File: config.mk
export PLATFORM = sky130hd
export DESIGN_NAME = pll_lock_bw_detect
export DESIGN_NICKNAME = d
export VERILOG_FILES = /design/src/rtl/pll_ld_pkg.sv /design/src/rtl/pll_freq_window.sv /design/src/rtl/pll_hyst_flag.sv /design/src/rtl/pll_lock_irq.sv /design/src/rtl/pll_lock_bw_detect.sv
export SDC_FILE = /design/constraint.sdc
export NUM_CORES = 1
export LEC_CHECK = 0
export BUFFER_PORTS_ARGS = -buffer_cell sky130_fd_sc_hd__buf_2
export CAP_MARGIN = 25
export CORE_AREA = 2 2 61 63
export CTS_BUF_LIST = sky130_fd_sc_hd__clkbuf_4 sky130_fd_sc_hd__clkbuf_8 sky130_fd_sc_hd__clkbuf_16
export CTS_CLUSTER_DIAMETER = 200
export DETAILED_ROUTE_END_ITERATION = 10
export DIE_AREA = 0 0 63 65
export GPL_TIMING_DRIVEN = 0
export PLACE_DENSITY = 0.6
export SYNTH_ARGS = -nofsm -noshare
export SYNTH_HDL_FRONTEND = slang
export SYNTH_SLANG_ARGS = --single-unit
File: constraint.sdc
create_clock -name clk -period 2.7 [get_ports clk]
set_input_delay 0.27 -clock clk [delete_from_list [all_inputs] [get_ports clk]]
set_output_delay 0.27 -clock clk [all_outputs]
set_load 0.1 [all_outputs]
File: src/rtl/pll_ld_pkg.sv
package pll_ld_pkg;

   // Width of the feedback counter: holds up to twice the window length plus headroom.
   function automatic int unsigned fb_cnt_width(input int unsigned win_refs);
      return $clog2(2 * win_refs + 2);
   endfunction

   // Width of the reference counter: counts 0 .. win_refs-1.
   function automatic int unsigned ref_cnt_width(input int unsigned win_refs);
      return (win_refs > 1) ? $clog2(win_refs) : 1;
   endfunction

   typedef enum logic {
      MODE_ACQ = 1'b0,
      MODE_TRK = 1'b1
   } filt_mode_e;

endpackage

File: src/rtl/pll_freq_window.sv
module pll_freq_window
   import pll_ld_pkg::*;
#(
   parameter int unsigned WIN_REFS = 64,
   parameter int unsigned CW       = fb_cnt_width(WIN_REFS)
) (
   input  logic          clk,
   input  logic          rst_n,
   input  logic          ref_pulse,
   input  logic          fb_pulse,
   output logic          done,
   output logic [CW-1:0] err
);

   localparam int unsigned RW = ref_cnt_width(WIN_REFS);
   localparam logic [RW-1:0] REF_LAST = RW'(WIN_REFS - 1);
   localparam logic [CW-1:0] WIN_LEN  = CW'(WIN_REFS);
   localparam logic [CW-1:0] FB_MAX   = '1;

   if (WIN_REFS < 2) begin : g_bad_win
      $error("pll_freq_window: WIN_REFS must be at least 2");
   end

   logic [RW-1:0] ref_cnt;
   logic [CW-1:0] fb_cnt;
   logic [CW-1:0] fb_total;
   logic [CW-1:0] err_c;
   logic          close_win;

   assign close_win = ref_pulse && (ref_cnt == REF_LAST);

   // Feedback count including this cycle, saturating so a runaway VCO
   // still yields a large (not wrapped) error.
   always_comb begin
      fb_total = fb_cnt;
      if (fb_pulse && (fb_cnt != FB_MAX)) begin
         fb_total = fb_cnt + 1'b1;
      end
   end

   always_comb begin
      if (fb_total >= WIN_LEN) begin
         err_c = fb_total - WIN_LEN;
      end else begin
         err_c = WIN_LEN - fb_total;
      end
   end

   always_ff @(posedge clk or negedge rst_n) begin
      if (!rst_n) begin
         ref_cnt <= '0;
         fb_cnt  <= '0;
         done    <= 1'b0;
         err     <= '0;
      end else begin
         done <= close_win;
         if (close_win) begin
            ref_cnt <= '0;
            fb_cnt  <= '0;
            err     <= err_c;
         end else begin
            if (ref_pulse) begin
               ref_cnt <= ref_cnt + 1'b1;
            end
            fb_cnt <= fb_total;
         end
      end
   end

endmodule

File: src/rtl/pll_hyst_flag.sv
module pll_hyst_flag #(
   parameter int unsigned CW    = 8,
   parameter int unsigned ENTER = 2,
   parameter int unsigned EXIT  = 4
) (
   input  logic          clk,
   input  logic          rst_n,
   input  logic          done,
   input  logic [CW-1:0] err,
   input  logic          allow_set,
   input  logic          force_en,
   input  logic          force_val,
   output logic          flag
);

   if (EXIT <= ENTER) begin : g_bad_band
      $error("pll_hyst_flag: EXIT must exceed ENTER");
   end
   if (EXIT >= (1 << CW)) begin : g_bad_width
      $error("pll_hyst_flag: EXIT does not fit the error width");
   end

   localparam logic [CW-1:0] ENTER_C = CW'(ENTER);
   localparam logic [CW-1:0] EXIT_C  = CW'(EXIT);

   logic in_band;
   logic out_band;

   assign in_band  = (err <= ENTER_C);
   assign out_band = (err >  EXIT_C);

   always_ff @(posedge clk or negedge rst_n) begin
      if (!rst_n) begin
         flag <= 1'b0;
      end else if (force_en) begin
         flag <= force_val;
      end else if (done) begin
         if (in_band && allow_set) begin
            flag <= 1'b1;
         end else if (out_band) begin
            flag <= 1'b0;
         end
      end
   end

endmodule

File: src/rtl/pll_lock_irq.sv
module pll_lock_irq (
   input  logic clk,
   input  logic rst_n,
   input  logic lock,
   input  logic irq_en,
   input  logic irq_ack,
   output logic irq
);

   logic lock_d;
   logic lock_chg;

   assign lock_chg = lock ^ lock_d;

   always_ff @(posedge clk or negedge rst_n) begin
      if (!rst_n) begin
         lock_d <= 1'b0;
         irq    <= 1'b0;
      end else begin
         lock_d <= lock;
         if (irq_en && lock_chg) begin
            irq <= 1'b1;
         end else if (irq_ack) begin
            irq <= 1'b0;
         end
      end
   end

endmodule

File: src/rtl/pll_lock_bw_detect.sv
module pll_lock_bw_detect
   import pll_ld_pkg::*;
#(
   parameter int unsigned WIN_REFS   = 64,
   parameter int unsigned TRK_ENTER  = 2,
   parameter int unsigned TRK_EXIT   = 4,
   parameter int unsigned LOCK_ENTER = 1,
   parameter int unsigned UNLOCK     = 3
) (
   input  logic clk,
   input  logic rst_n,
   input  logic ref_pulse,
   input  logic fb_pulse,
   input  logic auto_en,
   input  logic manual_trk,
   input  logic irq_en,
   input  logic irq_ack,
   output logic trk_mode,
   output logic locked,
   output logic bw_narrow,
   output logic irq
);

   localparam int unsigned CW = fb_cnt_width(WIN_REFS);

   logic          win_done;
   logic [CW-1:0] win_err;
   logic          lock_allow;
   filt_mode_e    mode_q;

   pll_freq_window #(
      .WIN_REFS (WIN_REFS),
      .CW       (CW)
   ) u_win (
      .clk       (clk),
      .rst_n     (rst_n),
      .ref_pulse (ref_pulse),
      .fb_pulse  (fb_pulse),
      .done      (win_done),
      .err       (win_err)
   );

   pll_hyst_flag #(
      .CW    (CW),
      .ENTER (TRK_ENTER),
      .EXIT  (TRK_EXIT)
   ) u_trk (
      .clk       (clk),
      .rst_n     (rst_n),
      .done      (win_done),
      .err       (win_err),
      .allow_set (1'b1),
      .force_en  (!auto_en),
      .force_val (manual_trk),
      .flag      (trk_mode)
   );

   // In automatic mode lock may only be declared once tracking is established.
   assign lock_allow = auto_en ? trk_mode : 1'b1;

   pll_hyst_flag #(
      .CW    (CW),
      .ENTER (LOCK_ENTER),
      .EXIT  (UNLOCK)
   ) u_lock (
      .clk       (clk),
      .rst_n     (rst_n),
      .done      (win_done),
      .err       (win_err),
      .allow_set (lock_allow),
      .force_en  (1'b0),
      .force_val (1'b0),
      .flag      (locked)
   );

   pll_lock_irq u_irq (
      .clk     (clk),
      .rst_n   (rst_n),
      .lock    (locked),
      .irq_en  (irq_en),
      .irq_ack (irq_ack),
      .irq     (irq)
   );

   assign mode_q    = filt_mode_e'(trk_mode);
   assign bw_narrow = (mode_q == MODE_TRK);

endmodule

# After elaboration in Yosys (flattened, before gate mapping)
# Index checks and enable logic that the tools add are counted.
dict set report op_classes {
  muxes 14
  magnitude_cmp 5
  addsub 4
  n_reduce_logical 9
  div_mod_pow 0
  n_eq_ne 4
  n_shift 0
  bitwise 1
  multipliers 0
}
# op n
set op_table {}
lappend op_table {{8-bit two-way mux} 3}
lappend op_table {{6-bit two-way mux} 2}
lappend op_table {{1-bit two-way mux} 9}
lappend op_table {{8-bit by 1-bit adder with 8-bit output, second input constant} 1}
lappend op_table {{8-bit by 7-bit >= comparator with 1-bit output, second input constant} 1}
lappend op_table {{8-bit by 2-bit greater-than comparator with 1-bit output, second input constant} 1}
lappend op_table {{8-bit by 3-bit greater-than comparator with 1-bit output, second input constant} 1}
lappend op_table {{8-bit by 1-bit less-or-equal comparator with 1-bit output, second input constant} 1}
lappend op_table {{8-bit by 2-bit less-or-equal comparator with 1-bit output, second input constant} 1}
lappend op_table {{8-bit inequality test, second input constant} 1}
lappend op_table {{7-bit by 8-bit subtractor with 8-bit output, first input constant} 1}
lappend op_table {{8-bit by 7-bit subtractor with 8-bit output, second input constant} 1}
lappend op_table {{6-bit by 1-bit adder with 6-bit output, second input constant} 1}
lappend op_table {{6-bit == test, second input constant} 1}
lappend op_table {{2-bit nonzero test} 3}
lappend op_table {{1-bit logical AND} 4}
lappend op_table {{2-bit AND reduction} 2}
lappend op_table {{3-bit by 1-bit inequality test with 1-bit output, second input constant} 1}
lappend op_table {{2-bit by 1-bit inequality test with 1-bit output, second input constant} 1}
lappend op_table {{1-bit bitwise XOR} 1}
dict set report word_totals {
  memories 0
  elab_cells 45
  output_inout_bits 4
  romBits 0
  input_bits 8
  register_bits 27
  mem_bits_rw 0
  latch_bits 0
}

# Depth between registers and ports, before layout
# Gate-level depths: netlist of the first run.
dict set report logic_depth {
  word_depth 5
  mapped_depth 12
  mapped_depth_nobuf 11
}

# Modules after synthesis
# From an unflattened synthesis of the first run, not the netlist that was laid out.
dict set report hier_totals {
  hier_cells 155
  area_unflattened_um2 1534.0
}
# module instances cells_per_inst area_per_inst_um2 seq_area_each_um2
set by_module_without_submodules {}
lappend by_module_without_submodules {pll_freq_window 1 127 1271.2 575.6}
lappend by_module_without_submodules {{pll_hyst_flag (u_trk)} 1 11 98.8 25.0}
lappend by_module_without_submodules {pll_lock_irq 1 5 71.3 50.0}
lappend by_module_without_submodules {{pll_hyst_flag (u_lock)} 1 7 67.6 25.0}
lappend by_module_without_submodules {pll_lock_bw_detect 1 5 25.0 0.0}

# Least setup slack after synthesis of the first run
# No wires, ideal clock.
dict set report synth_path {
  path_type {reg2reg}
  start {register u_win.fb_cnt[0]}
  end {register u_win.err[7]}
  setup_time_ps 88
  arrival_time_ps 2177
  required_ps 2612
  setup_slack_ps 434
  path_buffers 0
  period_less_slack_ps 2266
  path_stages_with_launch 9
  path_cell_list {dfrtp_1 ha_1 and2_1 nand2b_1 mux2i_1 ha_1 inv_1 or4_1 a41oi_1}
}
dict set report synth_via {
  elab_chain_cells 5
  elab_cells_between_ends 8
  cone_classes {3 x add/sub; 1 x order compare; 1 x eq/ne; 2 x mux; 1 x reduce/logical}
}
# element line
set synth_rtl {}
lappend synth_rtl {{start: declaration} pll_freq_window.sv:25} ;# logic [CW-1:0] fb_cnt;
lappend synth_rtl {{start signal: assignment} pll_freq_window.sv:65} ;# fb_cnt <= fb_total;
lappend synth_rtl {{branches (longest 2 deep; another with 8-bit by 1-bit adder with 8-bit output)} -}
lappend synth_rtl {{8-bit two-way mux (*)} pll_freq_window.sv:36} ;# if (fb_pulse && (fb_cnt != FB_MAX)) begin
lappend synth_rtl {{7-bit by 8-bit subtractor with 8-bit output (tied with other cells)} pll_freq_window.sv:45} ;# err_c = WIN_LEN - fb_total;
lappend synth_rtl {{8-bit two-way mux (*)} pll_freq_window.sv:42} ;# if (fb_total >= WIN_LEN) begin
lappend synth_rtl {{end signal: assignment} pll_freq_window.sv:60} ;# err <= err_c;
lappend synth_rtl {{end: declaration} pll_freq_window.sv:12} ;# output logic [CW-1:0] err
# Every way passes the cells marked *.
# A chain may end at the register's enable or synchronous reset.

# Final worst setup path of the first run
# Ends and elaborated chain as after synthesis.

==> Implementation_results.wiki, run 1 <==
{| class="wikitable"
! Metric !! Value
|-
| Outcome || finished clean
|-
| Commonest cells after routing, fill and taps aside || dfrtp_1, nor2_1, a21oi_1
|-
| Delay of the slowest cell on the worst path || roughly 0.51 ns
|-
| Vias after detailed routing || 1179
|-
| Cells along the critical path || ha_1, and2_1, nand2b_1, mux2i_4, ha_1, inv_1, or4_1, a41oi_1
|-
| Antenna violations before repair || 0
|-
| Worst Hold Depth || 2
|-
| Post-Synthesis Cells || approximately 160
|-
| Start point of the critical path || u_win.fb_cnt[0]
|-
| Most common cell type on the critical path || ha_1
|-
| Global router's overall resource usage || between 10% and 20%
|-
| Static leakage power || 0.731 nW
|-
| Placement-stage cell area || 0.00160 sq mm
|-
| Maximum level of the CTS H-tree || 1
|-
| Clock input transition at the sequential cells of the worst setup and hold paths || 0.15 ns
|-
| Setup repair after global routing missed its margin || no
|-
| Number of register bits inferred by synthesis || 27
|-
| Layout filler cell count || 350
|-
| Endpoint kind of the worst setup timing path || flip-flop
|-
| Worst min-delay path category || input pin to flip-flop
|-
| Clk Latency, worst-skew pair || between 0.3 and 0.4 ns
|-
| Crit path max fanout || 8
|-
| Area delta synth->final || 11.5%
|-
| CP Buf/Inv Count || 1
|-
| Launching element type of the critical path || flip-flop
|-
| Area enclosed by the die boundary || between 0.004 and 0.005 sq mm
|-
| Most common cell after layout, fill and taps aside || dfrtp_1
|-
| Detailed-route wire length per cell || roughly 13 um
|-
| Total wire length || ~2900 um
|-
| Maximum clock frequency || between 400 and 500 MHz
|-
| Worst hold path endpoint || u_irq.irq
|-
| Reg2Reg Capture Point || u_win.err[7]
|-
| DR vias/cell || approximately 5.4
|-
| HPWL Detailed || 2100 um
|-
| Prevailing post-synth register cell || dfrtp_1
|-
| Clock skew || 0.00362 ns
|-
| Type of the setup path with the least slack || flip-flop to flip-flop
|-
| Proportion of synthesized flip-flops having asynchronous set or reset || 100%
|-
| Total global routing overflow || 0
|-
| Final design instance area without fill || between 0.0015 and 0.002 sq mm
|-
| Hold path startpoint || irq_ack
|-
| Post-synthesis average cell area || 9.59 sq um
|-
| Worst setup slack for register-to-register paths || around 0.2 ns
|-
| Area of the multi-input gates || ~770 sq um
|-
| Num CTS Buffers || 3
|-
| Area of all sequential standard cells || 676 sq um
|-
| Worst-case vdd ir drop || 0.412 mV
|-
| Number of I/O port buffers || 11
|-
| Critical register-to-register path startpoint || u_win.fb_cnt[0]
|-
| Register-to-Register Path Depth || 8
|-
| DR DRC count || 0
|-
| Clock net sink count || 27
|-
| Cell area after synthesis || between 0.001 and 0.0015 sq mm
|-
| Overall die width || 63 um
|-
| Post-route clock period utilization || approximately 92%
|-
| Number of pins exceeding their max-slew limit in the final report || 0
|-
| CP Data Arrival Time || 2.74 ns
|-
| Slew Limit Headroom || approximately 59%
|-
| EDFF count, synth || 0
|-
| Count of cell types in the netlist || 35
|-
| Final critical delay including setup and external delays || roughly 2.5 ns
|-
| Site row count || 22
|-
| Pwr per Cell Area || roughly 1100 mW/mm^2
|-
| Global-route wire length before repair || approximately 5000 um
|-
| Post-Route Utilization || 47.4%
|-
| Yosys warning count || 0
|-
| Number of detailed-routing iterations run before antenna repair || 4
|-
| Share of cells above drive strength 1 || around 16%
|-
| Placer's final routability congestion estimate || between 0.7 and 0.8
|-
| Worst-margin pin slew || ~0.6 ns
|-
| First DRT Iteration DRCs || 75
|-
| Kind of cell adding the most delay to the critical path || simple AND/OR/NAND/NOR gates
|-
| Number of primary I/O pins || 12
|-
| Number of max-cap violations || 0
|-
| Height of the die || approximately 65 um
|-
| Ant diodes || 0
|-
| Master cell of the clock root buffer || clkbuf_4
|-
| Initial core utilization || between 40 and 50%
|-
| Cell type of the slowest stage on the worst timing path || or4_1
|-
| Core region area || 0.00350 sq mm
|-
| Number of nets in the final layout || 184
|-
| Required time at the endpoint of the critical path || around 2.9 ns
|-
| Largest buffer count on any clock path || 2
|-
| Sequential element share of the synthesized area || between 40 and 50%
|-
| Via count of the first global-routing pass || between 1000 and 1500
|-
| Maximum number of pins on one net before global-route repair || 28
|-
| Count of final setup violators || 0
|-
| Fin. Hold Viols || 0
|-
| Aggregate negative setup slack || 0 ns
|-
| CTS tree || yes
|-
| Remaining number of nets flagged by the antenna check after routing || 0
|-
| Net count after synthesis || roughly 170
|}
## cells in the mapped netlist (all sizes together), types with 3 or more instances
cell type,instances,area share (%)
a21oi,12,4.0
and4,3,1.9
buf,3,1.5
dfrtp,27,45
ha,4,3.4
inv,8,2.0
mux2,4,3.0
mux2i,3,2.0
nand2,7,1.8
nand2b,4,1.7
nand3,3,1.0
nand4,5,2.1
nor2,21,5.3
nor2b,4,1.7
o21ai,8,2.7
o31ai,3,1.5
xnor2,7,4.1
xor2,6,3.5
## report_power, final
part           switching (mW)  leakage, nW  internal [mW]
clock network           0.123       0.0139         0.0566
registers               0.164        0.339          0.540
logic                   0.486        0.378          0.379
total                   0.772        0.731          0.976
## layer usage
metal  up-vias  track usage [%]  part of all wire, %
li1        582                -                    -
met1       568             19.3                   46
met2        27             26.7                   49
met3         2             2.26                  4.1
met4         0             5.00                 0.80
met5         -                0                    0
## worst register-to-register path: cells and delay by family (launching register included)
kind | cells | cell delay [ns]
DFF | 1 | 0.49
buffers and inverters | 1 | 0.05
adders and majority gates | 2 | 0.46
muxes | 1 | 0.22
and+or+nand+nor | 3 | 0.92
AOI/OAI and AO/OA | 1 | 0.26
## kinds of logic after synthesis
group	synth area share, %
multiplexers	5.05
AO/OA/AOI/OAI	15.2
XOR/XNOR	7.66
AND/OR/NAND/NOR	19.3
flip-flops	45.5
adder cells (fa/ha/maj)	3.37
buffers and inverters	4.04
## flip-flops by register name, summed over array words and instances (netlist names)
signal and cells:
u_win.err 8, u_lock.flag 1, u_win.done 1, u_irq.irq 1, u_trk.flag 1, u_win.fb_cnt 8, u_win.ref_cnt 6, u_irq.lock_d 1
## per-stage QoR
| stage | power [mW] | instances | setup WS (ns) | hold WS, ns |
|---|---|---|---|---|
| 6_report | 1.75 | 219 | 0.204 | 0.117 |
| 5_1_grt | 1.91 | 219 | 0.0282 | 0.117 |
| 4_1_cts | 1.74 | 219 | 0.0745 | 0.105 |
| 3_5_place_dp | 1.55 | 214 | 0.109 | 0.312 |
| 3_3_place_gp | 1.51 | 214 | 0.222 | 0.300 |
| 2_1_floorplan | 1.37 | 155 | 0.434 | -0.0256 |
## area by class of cell
type | instances | area share, %
clock inverter | 1 | 0.453
sequential | 27 | 40.8
timing repair buffer | 12 | 3.92
clock buffer | 3 | 1.36
tap | 48 | 3.62
inverter | 8 | 1.81
multi-input combinational | 115 | 46.3
buffer | 5 | 1.81
## worst max-delay path by stage
stage / endpoint / slack [ns] / cells past startpoint
2_1_floorplan: u_win.err[7] / 0.43 / 8
3_3_place_gp: u_win.err[7] / 0.22 / 8
3_5_place_dp: u_win.err[7] / 0.11 / 8
4_1_cts: u_win.err[7] / 0.07 / 8
5_1_grt: u_win.err[6] / 0.03 / 7
6_report: u_win.err[7] / 0.20 / 8
## what timing repair did
item / in CTS / in global routing
hold buffers: 1 / 0
endpoints found under the hold margin: 27 / 0
setup endpoints to repair: 0 / 2
buffers inserted: 0 / 0
gates resized for setup: 0 / 3
(Power assumes the default switching activity.)
==> inputs of run 2 (changes only) <==
Settings changed: CORE_AREA 2 2 61 63 to 2 2 47 82, DIE_AREA 0 0 63 65 to 0 0 49 84, PLACE_DENSITY 0.6 to 0.59, RECOVER_POWER set to 25.
==> run 2 against run 1 <==
  * Critical path depth unchanged
  * Largest power group unchanged
  * Register-to-register slack lost 0.03 ns
  * Non-clock buffer count is 1 lower
  * Final area down 0.60%
  * Die area grew 0.51%
==> Implementation_results.wiki, run 2 (same netlist as run 1, synthesis figures left out) <==
{| class="wikitable"
! Metric !! Value
|-
| Top flop regs || u_win.err: 8 flops, u_win.fb_cnt: 8 flops, u_win.ref_cnt: 6 flops
|-
| Count of final setup violators || 0
|-
| Global-route wire length before repair || around 5300 um
|-
| Maximum number of pins on one net before global-route repair || 28
|-
| Type of the setup path with the least slack || flip-flop to flip-flop
|-
| Total global routing overflow || 0
|-
| Worst-case vdd ir drop || around 0.5 mV
|-
| Cells along the critical path || ha_1, and2_1, nand2b_1, mux2i_2, ha_1, inv_1, or4_1, a41oi_1
|-
| Number of pins exceeding their max-slew limit in the final report || 0
|-
| Pre-CTS WS || about 0.11 ns
|-
| Launching element type of the critical path || flip-flop
|-
| HPWL Detailed || 2370 um
|-
| Number of buffers added for setup after CTS || 0
|-
| Aggregate negative setup slack || 0 ns
|-
| Detailed-route wire length per cell || roughly 15 um
|-
| Number of primary I/O pins || 12
|-
| Initial core utilization || between 40% and 50%
|-
| First DRT Iteration DRCs || 28
|-
| Core region area || 0.00352 sq mm
|-
| Number of I/O port buffers || 11
|-
| Num CTS Buffers || 3
|-
| Vias after detailed routing || 1210
|-
| Share of cells above drive strength 1 || between 10% and 20%
|-
| Fin. Hold Viols || 0
|-
| Most common cell after layout, fill and taps aside || dfrtp_1
|-
| Outcome || finished clean
|-
| Kind of cell adding the most delay to the critical path || simple AND/OR/NAND/NOR gates
|-
| Post-CTS Hold Fix Bufs || 0
|-
| Maximum level of the CTS H-tree || 1
|-
| Delay of the slowest cell on the worst path || just over 0.5 ns
|-
| Crit path setup slack, layout || 0.172 ns
|-
| CP Buf/Inv Count || 1
|-
| Cell type of the slowest stage on the worst timing path || or4_1
|-
| Endpoint kind of the worst setup timing path || flip-flop
|-
| Required time at the endpoint of the critical path || between 2 and 3 ns
|-
| Most common cell type on the critical path || ha_1
|-
| DR DRC count || 0
|-
| Static leakage power || about 0.74 nW
|-
| Clock skew || about 0.007 ns
|-
| Area delta synth->final || 10.9%
|-
| Post-route clock period utilization || between 90% and 100%
|-
| Master cell of the clock root buffer || clkbuf_8
|-
| Via count of the first global-routing pass || between 1000 and 1500
|-
| Commonest cells after routing, fill and taps aside || dfrtp_1, nor2_1, a21oi_1
|-
| Global router's overall resource usage || ~17%
|-
| Worst-margin pin slew || around 1.4 ns
|-
| Largest buffer count on any clock path || 2
|-
| Maximum clock frequency || a little under 400 MHz
|-
| Height of the die || between 80 and 90 um
|-
| Number of detailed-routing iterations run before antenna repair || 4
|-
| Overall die width || ~49 um
|-
| Number of nets in the final layout || ~180
|-
| Crit path max fanout || 8
|-
| Clock net sink count || 27
|-
| Placer's final routability congestion estimate || approximately 0.8
|-
| Area enclosed by the die boundary || 0.00412 sq mm
|-
| Ant diodes || 0
|-
| Number of max-cap violations || 0
|-
| Slew Limit Headroom || 4.51%
|-
| Worst min-delay path category || input pin to flip-flop
|-
| Antenna violations before repair || 0
|-
| Post-cts gate resize count || 0
|-
| Total wire length || ~3100 um
|-
| CTS tree || yes
|-
| DR vias/cell || around 5.6
|-
| Clock input transition at the sequential cells of the worst setup and hold paths || 0.10 ns
|-
| Setup repair after global routing missed its margin || no
|-
| Pwr per Cell Area || 1100 mW/mm^2
|-
| Site row count || 29
|-
| Clk Latency, worst-skew pair || between 0.2 and 0.3 ns
|-
| Final critical delay including setup and external delays || 2.53 ns
|-
| CP Data Arrival Time || between 2 and 3 ns
|-
| Remaining number of nets flagged by the antenna check after routing || 0
|}
run 2: per-layer routing:
layer  vias up  GRT usage [%]  share of wire (%)
met2        28           30.8                 57
met3         6           1.25                2.8
li1        576              -                  -
met1       600           18.4                 38
met4         0           8.31                2.3
met5         -              0                  0
run 2: where the power goes:
part           internal (mW)  switching [mW]
combinational          0.370           0.508
sequential             0.541           0.163
clock                  0.103           0.128
total                   1.01           0.799
run 2: worst reg2reg max path: cells and delay by family (launching register included):
kind / cells / cell delay, ns
flops: 1 / 0.47
buf+inv: 1 / 0.05
fa+ha+maj: 2 / 0.50
simple gates: 3 / 0.89
mux: 1 / 0.33
compound gates: 1 / 0.22
run 2: layout make-up:
cell class	instances	area (sq um)
flip-flops and latches	27	676
clock inverters	1	5.00
inverters	8	30.0
clock buffers	3	41.3
fillers	353	1870
well taps	46	57.6
plain buffers	5	30.0
repair buffers	11	53.8
multi-input cells	115	754
run 2: worst paths after layout:
check                                start                to  cells past startpoint  slack (ns)
max                        u_win.fb_cnt[0]      u_win.err[7]                      8        0.17
min                                irq_ack         u_irq.irq                      2        0.18
max reg2reg                u_win.fb_cnt[0]      u_win.err[7]                      8        0.17
min reg2reg                    u_lock.flag      u_irq.lock_d                      0        0.47
max in group asynchronous            rst_n      u_win.err[1]                      1        1.55
min in group asynchronous            rst_n  u_win.ref_cnt[1]                      1        0.32
run 2: stage by stage:
step	std cells	instance area, sq um	total power, mW	hold slack, ns	util (%)
floorplan	155	1490	1.37	-0.0256	-
global placement	212	1600	1.55	0.308	45.4
detailed placement	212	1600	1.59	0.317	45.4
CTS	216	1650	1.83	0.0147	46.7
global route	216	1650	1.97	0.186	46.8
finish	216	1650	1.81	0.177	46.8
